<file path="src/rtl/sbc_pkg.sv">
package sbc_pkg;
    typedef enum logic [1:0] {
        MODE_HOLD  = 2'd0,
        MODE_STEP  = 2'd1,
        MODE_LOAD  = 2'd2,
        MODE_CLEAR = 2'd3
    } sbc_mode_e;
endpackage

</file>
<file path="src/rtl/sbc_mode_sel.sv">
module sbc_mode_sel
    import sbc_pkg::*;
(
    input  logic      clr_n,
    input  logic      load_n,
    input  logic      en_step,
    input  logic      en_chain,
    output sbc_mode_e mode
);
    // Strict priority: clear, then load, then step, else hold.
    always_comb begin
        if (!clr_n)                    mode = MODE_CLEAR;
        else if (!load_n)              mode = MODE_LOAD;
        else if (en_step && en_chain)  mode = MODE_STEP;
        else                           mode = MODE_HOLD;
    end
endmodule

</file>
<file path="src/rtl/sbc_count_reg.sv">
module sbc_count_reg
    import sbc_pkg::*;
#(
    parameter int W = 4
) (
    input  logic         clk,
    input  sbc_mode_e    mode,
    input  logic [W-1:0] din,
    output logic [W-1:0] cnt
);
    localparam logic [W-1:0] ONE = W'(1);

    logic [W-1:0] cnt_nxt;

    always_comb begin
        unique case (mode)
            MODE_CLEAR: cnt_nxt = '0;
            MODE_LOAD:  cnt_nxt = din;
            MODE_STEP:  cnt_nxt = cnt + ONE;
            MODE_HOLD:  cnt_nxt = cnt;
            default:    cnt_nxt = cnt;
        endcase
    end

    always_ff @(posedge clk) begin
        cnt <= cnt_nxt;
    end
endmodule

</file>
<file path="src/rtl/sbc_carry.sv">
module sbc_carry #(
    parameter int W = 4
) (
    input  logic [W-1:0] cnt,
    input  logic         en_chain,
    output logic         tc_out
);
    logic [W-1:0] all_ones;

    // Chain of AND stages so the decode repeats per bit.
    generate
        for (genvar i = 0; i < W; i++) begin : g_and
            if (i == 0) begin : g_first
                assign all_ones[i] = cnt[i];
            end else begin : g_next
                assign all_ones[i] = all_ones[i-1] & cnt[i];
            end
        end
    endgenerate

    assign tc_out = all_ones[W-1] & en_chain;
endmodule

</file>
<file path="src/rtl/sync_bin_counter.sv">
module sync_bin_counter
    import sbc_pkg::*;
#(
    parameter int W = 4
) (
    input  logic         clk,
    input  logic         clr_n,
    input  logic         load_n,
    input  logic         en_step,
    input  logic         en_chain,
    input  logic [W-1:0] din,
    output logic [W-1:0] cnt,
    output logic         tc_out
);
    sbc_mode_e mode;

    sbc_mode_sel u_mode (
        .clr_n    (clr_n),
        .load_n   (load_n),
        .en_step  (en_step),
        .en_chain (en_chain),
        .mode     (mode)
    );

    sbc_count_reg #(.W(W)) u_reg (
        .clk  (clk),
        .mode (mode),
        .din  (din),
        .cnt  (cnt)
    );

    sbc_carry #(.W(W)) u_carry (
        .cnt      (cnt),
        .en_chain (en_chain),
        .tc_out   (tc_out)
    );
endmodule

</file>
<file path="config.mk">
export PLATFORM = sky130hd
export DESIGN_NAME = sync_bin_counter
export DESIGN_NICKNAME = d
export VERILOG_FILES = /design/src/rtl/sbc_pkg.sv /design/src/rtl/sbc_mode_sel.sv /design/src/rtl/sbc_count_reg.sv /design/src/rtl/sbc_carry.sv /design/src/rtl/sync_bin_counter.sv
export SDC_FILE = /design/constraint.sdc
export NUM_CORES = 1
export LEC_CHECK = 0
export BUFFER_PORTS_ARGS = -buffer_cell sky130_fd_sc_hd__buf_2
export CAP_MARGIN = 10
export CORE_AREA = 2 2 39 41
export DETAILED_ROUTE_END_ITERATION = 12
export DIE_AREA = 0 0 41 43
export HOLD_SLACK_MARGIN = 0.06
export PLACE_DENSITY = 0.41
export RECOVER_POWER = 25
export SLEW_MARGIN = 30
export SYNTH_ARGS = -nofsm -noshare
export SYNTH_HDL_FRONTEND = slang
export SYNTH_SLANG_ARGS = --single-unit
</file>
<file path="constraint.sdc">
create_clock -name clk -period 1.3 [get_ports clk]
set_input_delay 0.13 -clock clk [delete_from_list [all_inputs] [get_ports clk]]
set_output_delay 0.13 -clock clk [all_outputs]
set_load 0.005 [all_outputs]
</file>
==> flow_metrics.py <==
metrics = {
    "status": {
        "status": "finished, violations left",
        "violations": "setup timing",
    },
    "clocking": {
        "clockBufferDepth": 2,
        "cts.clk_slew.worst_paths_ps": 40,
        "clock_tree.root_cell": "clkbuf_4",
        "cts.sink_count": 4,
        "htree_levels": 1,
        "clk-insertion-delay-late_ps": 240,
        "cts_tree": "done",
        "cts_buffers": 3,
    },
    "layout": {
        "largest_register_ffs": 4,
        "top_register": "u_reg.cnt",
        "final_net_count": 57,
        "drive_gt1_frac": 0.523,
        "diodes": 0,
        "largestRegisters": "u_reg.cnt (4)",
        "fin_area_um2": 410,
        "final_cells": 60,
        "areaGrowthSynthToFinish_pct": 61.6,
        "fin_util": 0.297,
    },
    "timing": {
        "tns_ps": -74.5,
        "tightest_slew_ps": 243,
        "slew_headroom": 0.838,
        "finalMaxSlewViolations": 0,
        "finalWorstSetupSlack_ps": -74.5,
        "layout_min_cycle_time_ps": 1370,
        "holdWs_ps": 246,
        "rsz0062_at_grt": "yes",
        "finalSetupViolations": 1,
        "final.period_utilization": 1.06,
        "hold_viol": 0,
        "clock_skew_ps": 3.96,
        "fmax_ghz": 0.728,
    },
    "route": {
        "via_per_inst": 4.48,
        "first_iter_violations": 7,
        "drc": 0,
        "postRouteAntennaNets": 0,
        "drtPass1Iterations": 4,
        "routed_wl_um": 655,
        "avgRoutedWirePerCell_um": 10.9,
        "num_vias": 269,
    },
    "run": {
        "max_cap_violations": 0,
    },
    "logic_synthesis": {
        "synth.distinct_cells": 13,
        "ys_warn_count": 0,
        "yosys-mux-area-fraction": 0,
        "synth_area_um2": 254,
        "synth_compound_area_frac": 0.148,
        "post_synth_and_or_nand_nor_area_fraction": 0.266,
        "synth_nets": 36,
        "synthXorXnorAreaFrac": 0,
        "ys_ff_latch": 4,
        "syn_inst": 25,
        "yosys.area_share.adder": 0.0985,
        "syn_area_per_cell_um2": 10.2,
        "synth_top_family_by_area": "simple AND/OR/NAND/NOR gates",
        "ys_seq_area_frac": 0.473,
    },
    "floorplan": {
        "initial_core_util": 0.184,
        "die-area_um2": 1760,
        "core_area_um2": 1380,
        "die_x_um": 41,
        "die_h_um": 43,
        "ios": 14,
        "rows": 14,
    },
    "worst_hold_path": {
        "hold_class": "input port to flop",
        "holdPathStages": 3,
    },
    "setup_path": {
        "r2r_start": "u_reg.cnt[0]$_DFFE_PP_",
        "cp.required_ps": 1170,
        "cp_data_arrival_time_ps": 1240,
        "r2r_slack_ps": 60,
        "reg2reg_to": "u_reg.cnt[2]$_DFFE_PP_",
        "cp-start-kind": "flop",
        "reg2reg_depth": 4,
        "endpoint": "tc_out",
        "cp-end-kind": "output pin",
        "crit_type": "flop to output pin",
        "path_max_fanout": 2,
        "startpoint": "u_reg.cnt[0]$_DFFE_PP_",
    },
    "pwr": {
        "peakVddDrop_mv": 0.324,
        "power_density_nw_per_um2": 950,
        "leakage_uw": 0.000183,
    },
    "place": {
        "io_buffers": 13,
        "dpl.hpwl_um": 527,
        "place.gp.congestion": 0.779,
        "place_inst": 56,
        "post_dp_cell_area_um2": 354,
    },
    "grt": {
        "grt_pass1_vias": 260,
        "grtUsageTotal": 0.0949,
        "grt_pass1_wl_um": 1070,
        "antenna_found_initial": 0,
        "grt_max_degree": 7,
        "grt_overflow": 0,
    },
}
worst min path at each step:
| stage | from | end | slack, ps |
|---|---|---|---|
| floorplan | clr_n | u_reg.cnt[0]$_DFFE_PP_ | 360 |
| global placement | din[0] | u_reg.cnt[0]$_DFFE_PP_ | 490 |
| detailed placement | din[0] | u_reg.cnt[0]$_DFFE_PP_ | 500 |
| CTS | din[0] | u_reg.cnt[0]$_DFFE_PP_ | 240 |
| global route | din[0] | u_reg.cnt[0]$_DFFE_PP_ | 270 |
| finish | din[0] | u_reg.cnt[0]$_DFFE_PP_ | 250 |
what timing repair did:
item / in CTS / in global routing
gates resized for setup: 3 / 3
pin swaps: 2 / 1
setup endpoints to repair: 2 / 2
setup buffers: 0 / 1
hold buffers: 0 / 0
gates cloned: 0 / 0
where the power goes:
group          total, uW  internal, uW  switching, uW
Combinational       69.4          37.6           31.8
Clock                157           103           53.5
Sequential           164           155           8.61
Total                390           296           93.9
worst max-delay path, stage by stage (launching register included):
cell	delay [ps]
edfxtp_1	390
ha_2	210
ha_4	150
and3_4	160
buf_6	110
routing by layer:
layer	wire (um)	up-vias	track usage
met2	294	13	0.119
met4	8	0	0.100
met5	0	-	0
met1	284	118	0.124
li1	-	136	-
met3	67	2	0.0157
through the flow:
stage                     power (uW)  worst slack (ps)
final                            390             -74.5
after global placement           227             -11.7
after detailed placement         228             -5.44
after floorplan                  186              13.5
after CTS                        399             -91.9
after global routing             425              -116
area by class of cell:
type | instances | area (um^2)
Sequential cell | 4 | 120
Fill cell | 146 | 973
Tap cell | 16 | 20.0
Inverter | 1 | 3.75
Timing Repair Buffer | 16 | 93.8
Clock buffer | 3 | 22.5
Multi-Input combinational cell | 20 | 150
layout by cell type, fill, tap and decap left out, drive strengths merged:
master	netlist	routed
nand3b	1	1
and3	1	1
o21bai	1	1
nand3	2	2
nand4	3	3
buf	0	16
a21boi	3	3
inv	1	1
o31ai	1	1
ha	2	2
clkbuf	0	3
or3	1	1
nand2	5	5
edfxtp	4	4
synthesized netlist by cell type, drive strengths merged:
| cell | number | area (um^2) |
|---|---|---|
| a21boi | 3 | 22.5 |
| and3 | 1 | 6.26 |
| edfxtp | 4 | 120 |
| ha | 2 | 25.0 |
| inv | 1 | 3.75 |
| nand2 | 5 | 18.8 |
| nand3 | 2 | 10.0 |
| nand3b | 1 | 7.51 |
| nand4 | 3 | 18.8 |
| o21bai | 1 | 7.51 |
| o31ai | 1 | 7.51 |
| or3 | 1 | 6.26 |
kinds of logic (layout without fill, tap and decap cells):
group	after synthesis	count (layout)
buffers and inverters	1	20
AO/OA/AOI/OAI	5	5
adder cells (fa/ha/maj)	2	2
AND/OR/NAND/NOR	13	13
flip-flops	4	4
Power figures use the tool's default switching activity.
